===== config.mk =====
export PLATFORM = sky130hd
export DESIGN_NAME = ffvl_trunc_unit
export DESIGN_NICKNAME = d
export VERILOG_FILES = /design/src/rtl/ffvl_pkg.sv /design/src/rtl/ffvl_cond_eval.sv /design/src/rtl/ffvl_judge.sv /design/src/rtl/ffvl_state.sv /design/src/rtl/ffvl_trunc_unit.sv
export SDC_FILE = /design/constraint.sdc
export NUM_CORES = 1
export LEC_CHECK = 0
export BUFFER_PORTS_ARGS = -buffer_cell sky130_fd_sc_hd__buf_4
export CAP_MARGIN = 15
export CORE_MARGIN = 3
export CORE_UTILIZATION = 52
export CTS_CLUSTER_DIAMETER = 200
export CTS_CLUSTER_SIZE = 24
export DETAILED_ROUTE_END_ITERATION = 16
export PLACE_DENSITY = 0.95
export SYNTH_ARGS = -nofsm -noshare
export SYNTH_HDL_FRONTEND = slang
export SYNTH_SLANG_ARGS = --single-unit

===== constraint.sdc =====
create_clock -name clk -period 6.1 [get_ports clk]
set_input_delay 1.83 -clock clk [delete_from_list [all_inputs] [get_ports clk]]
set_output_delay 1.83 -clock clk [all_outputs]
set_load 0.01 [all_outputs]

===== src/rtl/ffvl_pkg.sv =====
package ffvl_pkg;

    // Condition selector: low two bits pick the field bit, top bit inverts.
    typedef enum logic [2:0] {
        CS_LT = 3'd0,
        CS_GT = 3'd1,
        CS_EQ = 3'd2,
        CS_SO = 3'd3,
        CS_GE = 3'd4,
        CS_LE = 3'd5,
        CS_NE = 3'd6,
        CS_NS = 3'd7
    } cond_sel_e;

    // Outcome of one element strobe.
    typedef enum logic [1:0] {
        V_GO   = 2'd0,   // element passed, more to come
        V_DONE = 2'd1,   // element passed and was the last one
        V_CUT  = 2'd2,   // truncate length and stop
        V_TRAP = 2'd3    // hand on the exception, keep length, stop
    } verdict_e;

    typedef struct packed {
        logic [3:0] cr;
        logic       exc;
    } elem_status_t;

    function automatic logic cond_pass(input logic [3:0] cr, input cond_sel_e sel);
        logic [2:0] s;
        logic       b;
        s = sel;
        b = cr[s[1:0]];
        return s[2] ? ~b : b;
    endfunction

endpackage


===== src/rtl/ffvl_cond_eval.sv =====
module ffvl_cond_eval
    import ffvl_pkg::*;
(
    input  logic [3:0] cr_field,
    input  cond_sel_e  sel,
    output logic       passed
);
    always_comb begin
        passed = cond_pass(cr_field, sel);
    end
endmodule


===== src/rtl/ffvl_judge.sv =====
module ffvl_judge
    import ffvl_pkg::*;
#(
    parameter int VLW = 7
) (
    input  logic         mode_ldst,
    input  logic         vli,
    input  logic         cond_ok,
    input  elem_status_t status,
    input  logic [VLW-1:0] idx,
    input  logic [VLW-1:0] vl_cur,
    output verdict_e     verdict,
    output logic [VLW-1:0] tgt_vl
);
    localparam int XW = VLW + 1;

    logic is_last;
    logic is_first;

    always_comb begin
        is_last  = ((XW)'(idx) + (XW)'(1)) == (XW)'(vl_cur);
        is_first = (idx == '0);
        verdict  = V_GO;
        tgt_vl   = vl_cur;
        if (mode_ldst) begin
            if (status.exc) begin
                if (is_first) begin
                    verdict = V_TRAP;
                end else begin
                    verdict = V_CUT;
                    tgt_vl  = idx;
                end
            end else if (is_last) begin
                verdict = V_DONE;
            end
        end else begin
            if (!cond_ok) begin
                verdict = V_CUT;
                tgt_vl  = idx + {{(VLW-1){1'b0}}, vli};
            end else if (is_last) begin
                verdict = V_DONE;
            end
        end
    end
endmodule


===== src/rtl/ffvl_state.sv =====
module ffvl_state
    import ffvl_pkg::*;
#(
    parameter int VLW = 7
) (
    input  logic           clk,
    input  logic           rst,
    input  logic           start,
    input  logic [VLW-1:0] vl_init,
    input  logic           res_valid,
    input  verdict_e       verdict,
    input  logic [VLW-1:0] tgt_vl,
    output logic [VLW-1:0] vl_q,
    output logic           stop_q,
    output logic           exc_q
);
    logic take;
    assign take = res_valid && !stop_q;

    always_ff @(posedge clk) begin
        if (rst) begin
            vl_q   <= '0;
            stop_q <= 1'b1;
            exc_q  <= 1'b0;
        end else if (start) begin
            vl_q   <= vl_init;
            stop_q <= (vl_init == '0);
            exc_q  <= 1'b0;
        end else begin
            exc_q <= 1'b0;
            if (take) begin
                unique case (verdict)
                    V_GO:   ;
                    V_DONE: stop_q <= 1'b1;
                    V_CUT: begin
                        vl_q   <= tgt_vl;
                        stop_q <= 1'b1;
                    end
                    V_TRAP: begin
                        stop_q <= 1'b1;
                        exc_q  <= 1'b1;
                    end
                    default: ;
                endcase
            end
        end
    end

    // within a loop the length never grows.
    assert_vl_no_grow_R4: assert property (@(posedge clk) disable iff (rst)
        !start |=> (vl_q <= $past(vl_q)));

    // once stopped, stays stopped until a new start.
    assert_stop_sticky_R10: assert property (@(posedge clk) disable iff (rst)
        (stop_q && !start) |=> stop_q);

    // once stopped, the length is frozen until a new start.
    assert_stopped_vl_frozen_R10: assert property (@(posedge clk) disable iff (rst)
        (stop_q && !start) |=> $stable(vl_q));

    // handed-on exception is a single-cycle pulse with the loop stopped.
    assert_exc_pulse_R7: assert property (@(posedge clk) disable iff (rst)
        exc_q |-> stop_q);
    assert_exc_single_R7: assert property (@(posedge clk) disable iff (rst)
        exc_q |=> !exc_q);

    // no strobe and no start leaves every output unchanged.
    assert_idle_hold_R11: assert property (@(posedge clk) disable iff (rst)
        (!start && !res_valid) |=> ($stable(vl_q) && $stable(stop_q) && !exc_q));

    // start loads the initial length.
    assert_start_load_R2: assert property (@(posedge clk) disable iff (rst)
        start |=> (vl_q == $past(vl_init)));
endmodule


===== src/rtl/ffvl_trunc_unit.sv =====
module ffvl_trunc_unit
    import ffvl_pkg::*;
#(
    parameter int MAXVL = 64,
    parameter int VLW   = $clog2(MAXVL + 1)
) (
    input  logic           clk,
    input  logic           rst,
    input  logic           start,
    input  logic [VLW-1:0] vl_init,
    input  logic           mode_ldst,
    input  logic [2:0]     cond_sel,
    input  logic           vli,
    input  logic           res_valid,
    input  logic [VLW-1:0] elem_idx,
    input  logic [3:0]     cr_field,
    input  logic           exc_flag,
    output logic [VLW-1:0] vl_out,
    output logic           loop_stop,
    output logic           exc_pass
);
    elem_status_t   status;
    logic           cond_ok;
    verdict_e       verdict;
    logic [VLW-1:0] tgt_vl;
    logic [VLW-1:0] vl_q;
    logic           stop_q;
    logic           exc_q;

    assign status.cr  = cr_field;
    assign status.exc = exc_flag;

    ffvl_cond_eval u_cond (
        .cr_field (status.cr),
        .sel      (cond_sel_e'(cond_sel)),
        .passed   (cond_ok)
    );

    ffvl_judge #(.VLW(VLW)) u_judge (
        .mode_ldst (mode_ldst),
        .vli       (vli),
        .cond_ok   (cond_ok),
        .status    (status),
        .idx       (elem_idx),
        .vl_cur    (vl_q),
        .verdict   (verdict),
        .tgt_vl    (tgt_vl)
    );

    ffvl_state #(.VLW(VLW)) u_state (
        .clk       (clk),
        .rst       (rst),
        .start     (start),
        .vl_init   (vl_init),
        .res_valid (res_valid),
        .verdict   (verdict),
        .tgt_vl    (tgt_vl),
        .vl_q      (vl_q),
        .stop_q    (stop_q),
        .exc_q     (exc_q)
    );

    assign vl_out    = vl_q;
    assign loop_stop = stop_q;
    assign exc_pass  = exc_q;

    // an exception beyond element 0 is never handed on.
    assert_late_exc_swallowed_R8: assert property (@(posedge clk) disable iff (rst)
        (!start && res_valid && !loop_stop && mode_ldst && exc_flag && elem_idx != '0)
        |=> (!exc_pass && loop_stop && vl_out == $past(elem_idx)));

    // condition mode never hands on an exception.
    assert_cond_no_exc_R9: assert property (@(posedge clk) disable iff (rst)
        (!start && !mode_ldst) |=> !exc_pass);
endmodule


==> results.json, run 1 <==
{
  "hold_buffers": 0,
  "drive_above_1_share_pct": 28.0,
  "dr.first_iter.drc_count": 51,
  "grt_pass1_vias": 1123,
  "grt_overflow": 0,
  "r2r_cells": 5,
  "place.gp.congestion": 0.869,
  "ys_types": 42,
  "hold_path.class": "reg -> reg",
  "portBuffers": 36,
  "setup_tns_ps": 0,
  "r2r-end": "u_state.vl_q[3]",
  "hold_path.startpoint": "u_state.vl_q[4]",
  "holdWs_ps": 512,
  "grt_pass1_wl_mm": 4.86,
  "synth-seq-area-share_pct": 18.8,
  "ant_nets": 0,
  "synth_top_area_share_pct": 18.8,
  "ctsResizeCount": 0,
  "synth_compound_area_share_pct": 20.6,
  "final_hold_viol_count": 0,
  "drc": 0,
  "synth-main-ff-cell": "dfxtp_1",
  "wl_mm": 2.95,
  "finish.utilization_pct": 78.4,
  "ys_seq_elements": 9,
  "path_clk_slew_ps": 60,
  "fill_cells": 122,
  "skew_ps": 2.50,
  "die_w_um": 48.9,
  "dp_hpwl_mm": 2.33,
  "yosys_warnings": 0,
  "num_vias": 1148,
  "num-nets-final": 194,
  "reg2reg_from": "u_state.stop_q",
  "fmax_mhz": 291,
  "finalPower_mw": 0.190,
  "grt_max_degree": 15,
  "htree_levels": 1,
  "cts-root-buf": "clkbuf_4",
  "synth_area_leaders": "dfxtp_1 19%, xnor2_1 5.5%, ha_1 5.2%",
  "slew_viol_final": 0,
  "muxShareOfSynthArea_pct": 6.79,
  "crit_path_end_kind": "flop",
  "antenna_found_initial": 0,
  "fp-row-count": 14,
  "min_period_ps": 3430,
  "tightest_slew_ps": 766,
  "path_max_fanout": 6,
  "status": "finished clean",
  "synth_top_family_by_area": "simple AND/OR/NAND/NOR gates",
  "cap_violations": 0,
  "grt_setup_unrepaired": "false",
  "die_y_um": 48.9,
  "initial_core_util_pct": 59.5,
  "reg2reg_slack_ps": 4510,
  "vias_per_cell": 6.21,
  "yosys.area.top_type": "dfxtp_1",
  "synth_edf_count": 0,
  "pin_count": 37,
  "cts_tree": "built",
  "crit_path_start": "cond_sel[1]",
  "min_to": "u_state.vl_q[4]",
  "synthesis.area_um2": 958,
  "n_antenna_cell": 0,
  "synthAdderAreaFrac_pct": 5.22,
  "track_usage_pct": 25.6,
  "p_leak_nw": 0.551,
  "die_area_mm2": 0.00239,
  "synth_simple_gate_area_share_pct": 34.5,
  "crit_required_ps": 6260,
  "clk_path_buf_depth": 2,
  "area_growth_pct": 31.9,
  "start_kind": "input port",
  "fin_crit_sh_pct": 56.3,
  "wl_per_cell_um": 15.9,
  "setup_violations": 0,
  "ir_worst_vdd_mv": 0.168,
  "worstPathArrival_ps": 3590,
  "cts_sinks": 9,
  "netlist_instances": 126,
  "clkLatencyLatePin_ps": 260,
  "firstDrtPassIters": 4,
  "power.density_mw_per_mm2": 151,
  "slew-limit-headroom_pct": 48.5,
  "yosys.area_share.xor_xnor_pct": 9.14,
  "async_reset_ff_share_pct": 0,
  "cts_setup_buffers": 0,
  "cts_buffers": 3,
  "syn-num-nets": 158,
  "hold_depth": 2,
  "design.core.area_mm2": 0.00161,
  "path_class": "in -> reg",
  "synth.avg_cell_area_um2": 7.61
}
-- cells by family after synthesis --
group / count (synthesis)
mux: 6
buf+inv: 12
xor+xnor: 10
fa+ha+maj: 4
simple gates: 58
flops: 9
compound gates: 27
-- cell type report --
class	count	area [um^2]	share of cell area [%]
Tap cell	24	30.0	2.38
Clock buffer	4	26.3	2.08
Multi-Input combinational cell	105	731	57.8
Timing Repair Buffer	36	270	21.4
Sequential cell	9	180	14.3
Inverter	7	26.3	2.08
-- power by group --
| part | switching (mW) | internal, mW | leakage (nW) | total (mW) |
|---|---|---|---|---|
| clock network | 0.0218 | 0.0253 | 0.0150 | 0.0470 |
| logic | 0.0378 | 0.0376 | 0.461 | 0.0754 |
| registers | 0.00495 | 0.0628 | 0.0744 | 0.0678 |
-- cells in the final DEF (no fill, tap or decap), types with 2 or more instances in the layout --
master / n
nand3b_1: 3
nor2b_1: 7
nor4_1: 5
or4_1: 2
nor3_1: 3
nor3b_1: 3
dfxtp_1: 9
nand4_1: 2
or3b_1: 2
mux2i_1: 4
ha_1: 4
xor2_1: 4
nand2_1: 10
clkbuf_4: 3
nand2b_1: 2
buf_4: 36
inv_1: 7
a21oi_1: 5
a31o_2: 2
o21ai_0: 2
xnor2_1: 6
or3_1: 3
a31oi_1: 6
nand3_1: 2
nor2_1: 10
a32o_1: 2
-- worst max-delay path by stage --
stage	endpoint	depth (start not counted)
finish	u_state.vl_q[6]	6
global route	u_state.vl_q[5]	6
global placement	u_state.vl_q[5]	6
detailed placement	u_state.vl_q[6]	6
CTS	u_state.vl_q[6]	6
floorplan	u_state.vl_q[3]	6
-- metal layers --
| metal | track usage, % | part of all wire [%] | up-vias |
|---|---|---|---|
| li1 | - | - | 540 |
| met1 | 28.8 | 38 | 524 |
| met2 | 45.5 | 51 | 70 |
| met3 | 5.20 | 7.7 | 14 |
| met4 | 12.3 | 3.4 | 0 |
| met5 | 0 | 0 | - |
-- flip-flops by register name, summed over array words and instances, names as in the netlist --
register,flops
u_state.vl_q,7
u_state.exc_q,1
u_state.stop_q,1
-- through the flow --
stage / setup WS, ps / instance area (um^2) / std cells
4_1_cts: 2720 / 1260 / 185
5_1_grt: 2530 / 1260 / 185
3_5_place_dp: 2450 / 1240 / 181
3_3_place_gp: 2510 / 1240 / 181
6_report: 2670 / 1260 / 185
2_1_floorplan: 2770 / 958 / 126
-- Yosys cell counts, drive strengths merged (2+ instances only) --
| cell type | n |
|---|---|
| nand2 | 10 |
| nor2 | 10 |
| dfxtp | 9 |
| inv | 7 |
| nor2b | 7 |
| a31oi | 6 |
| xnor2 | 6 |
| a21oi | 5 |
| mux2i | 5 |
| nor4 | 5 |
| ha | 4 |
| nor3 | 4 |
| xor2 | 4 |
| clkbuf | 3 |
| nand3b | 3 |
| nor3b | 3 |
| or3 | 3 |
| a31o | 2 |
| a32o | 2 |
| buf | 2 |
| nand2b | 2 |
| nand3 | 2 |
| nand4 | 2 |
| o21ai | 2 |
| or3b | 2 |
| or4 | 2 |
-- worst max-delay path, cell delays in order --
cell,delay (ps)
buf_4,100
mux2i_1,190
mux2_2,400
o31ai_1,670
nand2_1,130
a32o_1,270
Power figures use the tool's default switching activity.
==> run 2, diff against run 1 <==
--- a/config.mk
+++ b/config.mk
@@ -8,11 +8,11 @@
 export BUFFER_PORTS_ARGS = -buffer_cell sky130_fd_sc_hd__buf_4
 export CAP_MARGIN = 15
 export CORE_MARGIN = 3
-export CORE_UTILIZATION = 52
+export CORE_UTILIZATION = 43
 export CTS_CLUSTER_DIAMETER = 200
 export CTS_CLUSTER_SIZE = 24
 export DETAILED_ROUTE_END_ITERATION = 16
-export PLACE_DENSITY = 0.95
+export PLACE_DENSITY = 0.86
 export SYNTH_ARGS = -nofsm -noshare
 export SYNTH_HDL_FRONTEND = slang
 export SYNTH_SLANG_ARGS = --single-unit
==> constraint.sdc (replaced) <==
create_clock -name clk -period 2.9 [get_ports clk]
set_input_delay 0.87 -clock clk [delete_from_list [all_inputs] [get_ports clk]]
set_output_delay 0.87 -clock clk [all_outputs]
set_load 0.01 [all_outputs]
==> results.json, run 2 (synthesized netlist as in run 1, its figures left out) <==
{
  "grt_pass1_wl_mm": 4.51,
  "fp-row-count": 16,
  "drc": 0,
  "path_class": "in -> reg",
  "cts_sinks": 9,
  "grt_max_degree": 15,
  "reg2reg_from": "u_state.stop_q",
  "wl_per_cell_um": 15.4,
  "clkLatencyLatePin_ps": 280,
  "crit_required_ps": 3100,
  "path_clk_slew_ps": 60,
  "crit_path_end": "u_state.vl_q[0]",
  "initial_core_util_pct": 46.9,
  "final_cell_area_mm2": 0.00127,
  "place_ws_ps": 331,
  "reg2reg_slack_ps": 1290,
  "hold_path.class": "reg -> reg",
  "slew-limit-headroom_pct": 77.7,
  "die_area_mm2": 0.00283,
  "die_y_um": 53.2,
  "portBuffers": 36,
  "ctsResizeCount": 0,
  "slew_viol_final": 0,
  "power.density_mw_per_mm2": 319,
  "crit_path_start": "mode_ldst",
  "area_growth_pct": 33.0,
  "finalPower_mw": 0.407,
  "worstPathArrival_ps": 2490,
  "grt_overflow": 0,
  "cts-root-buf": "clkbuf_4",
  "r2r-end": "u_state.vl_q[3]",
  "path_max_fanout": 11,
  "fmax_mhz": 436,
  "skew_ps": 0.325,
  "min_period_ps": 2290,
  "num-nets-final": 195,
  "dr.first_iter.drc_count": 25,
  "status": "finished clean",
  "drive_above_1_share_pct": 28.4,
  "layout_common_cells": "37 x buf_4, 10 x nand2_1, 10 x nor2_1",
  "r2r_cells": 5,
  "fin_ws_ps": 608,
  "placed_area_mm2": 0.00125,
  "clk_path_buf_depth": 2,
  "tightest_slew_ps": 334,
  "hold_buffers": 0,
  "firstDrtPassIters": 4,
  "cts_buffers": 3,
  "grt_pass1_vias": 1026,
  "crit_path_end_kind": "flop",
  "ir_worst_vdd_mv": 0.353,
  "final_hold_viol_count": 0,
  "dp_hpwl_mm": 2.36,
  "antenna_found_initial": 0,
  "largest-register": "u_state.vl_q",
  "p_leak_nw": 0.555,
  "largest_reg_flops": 7,
  "wl_mm": 2.92,
  "place.gp.congestion": 0.979,
  "vias_per_cell": 5.97,
  "start_kind": "input port",
  "cap_violations": 0,
  "setup_tns_ps": 0,
  "track_usage_pct": 22.1,
  "num_vias": 1128,
  "fin_crit_sh_pct": 79.0,
  "design.core.area_mm2": 0.00204,
  "pin_count": 37,
  "cts_setup_buffers": 0,
  "mostFrequentLayoutCell": "buf_4",
  "setup_violations": 0,
  "grt_setup_unrepaired": "false",
  "n_antenna_cell": 0,
  "ant_nets": 0,
  "top_regs": "u_state.vl_q: 7 flops, u_state.exc_q: 1 flops, u_state.stop_q: 1 flops",
  "die_w_um": 53.2,
  "cts_tree": "built",
  "htree_levels": 1
}
[run 2: area by class of cell]
class                   count  area (um^2)
flip-flops and latches      9          180
well taps                  27         33.8
inverters                   7         26.3
fillers                   187          767
repair buffers             37          278
multi-input cells         105          731
clock buffers               4         26.3
[run 2: layer usage]
| layer | track usage [%] | up-vias | routed length, um |
|---|---|---|---|
| met3 | 5.35 | 12 | 242 |
| met2 | 39.2 | 69 | 1480 |
| li1 | - | 538 | - |
| met5 | 0 | - | 0 |
| met1 | 25.0 | 509 | 1110 |
| met4 | 8.51 | 0 | 83 |
[run 2: worst min path at each step]
stage,from,endpoint,slack (ps),cells past startpoint
floorplan,u_state.vl_q[4],u_state.vl_q[4],510,2
global placement,u_state.vl_q[4],u_state.vl_q[4],500,2
CTS,u_state.vl_q[4],u_state.vl_q[4],530,2
detailed placement,u_state.vl_q[4],u_state.vl_q[4],520,2
finish,u_state.vl_q[4],u_state.vl_q[4],540,2
global route,u_state.vl_q[4],u_state.vl_q[4],540,2
[run 2: report_power, final]
part           internal, mW  switching, mW
clock                0.0535         0.0528
combinational        0.0798         0.0783
sequential            0.132         0.0105
total                 0.266          0.142
[run 2: stage by stage]
| step | hold slack (ps) | util [%] | instances |
|---|---|---|---|
| 2_1_floorplan | 509 | - | 126 |
| 3_3_place_gp | 503 | 61.2 | 185 |
| 3_5_place_dp | 520 | 61.2 | 185 |
| 4_1_cts | 529 | 62.4 | 189 |
| 5_1_grt | 536 | 62.4 | 189 |
| 6_report | 539 | 62.4 | 189 |
[run 2: worst max-delay path, stage by stage]
cell and delay, ps:
buf_4 150, or3b_1 390, mux2i_2 280, nor3_2 120, or4_1 470, a31oi_1 200
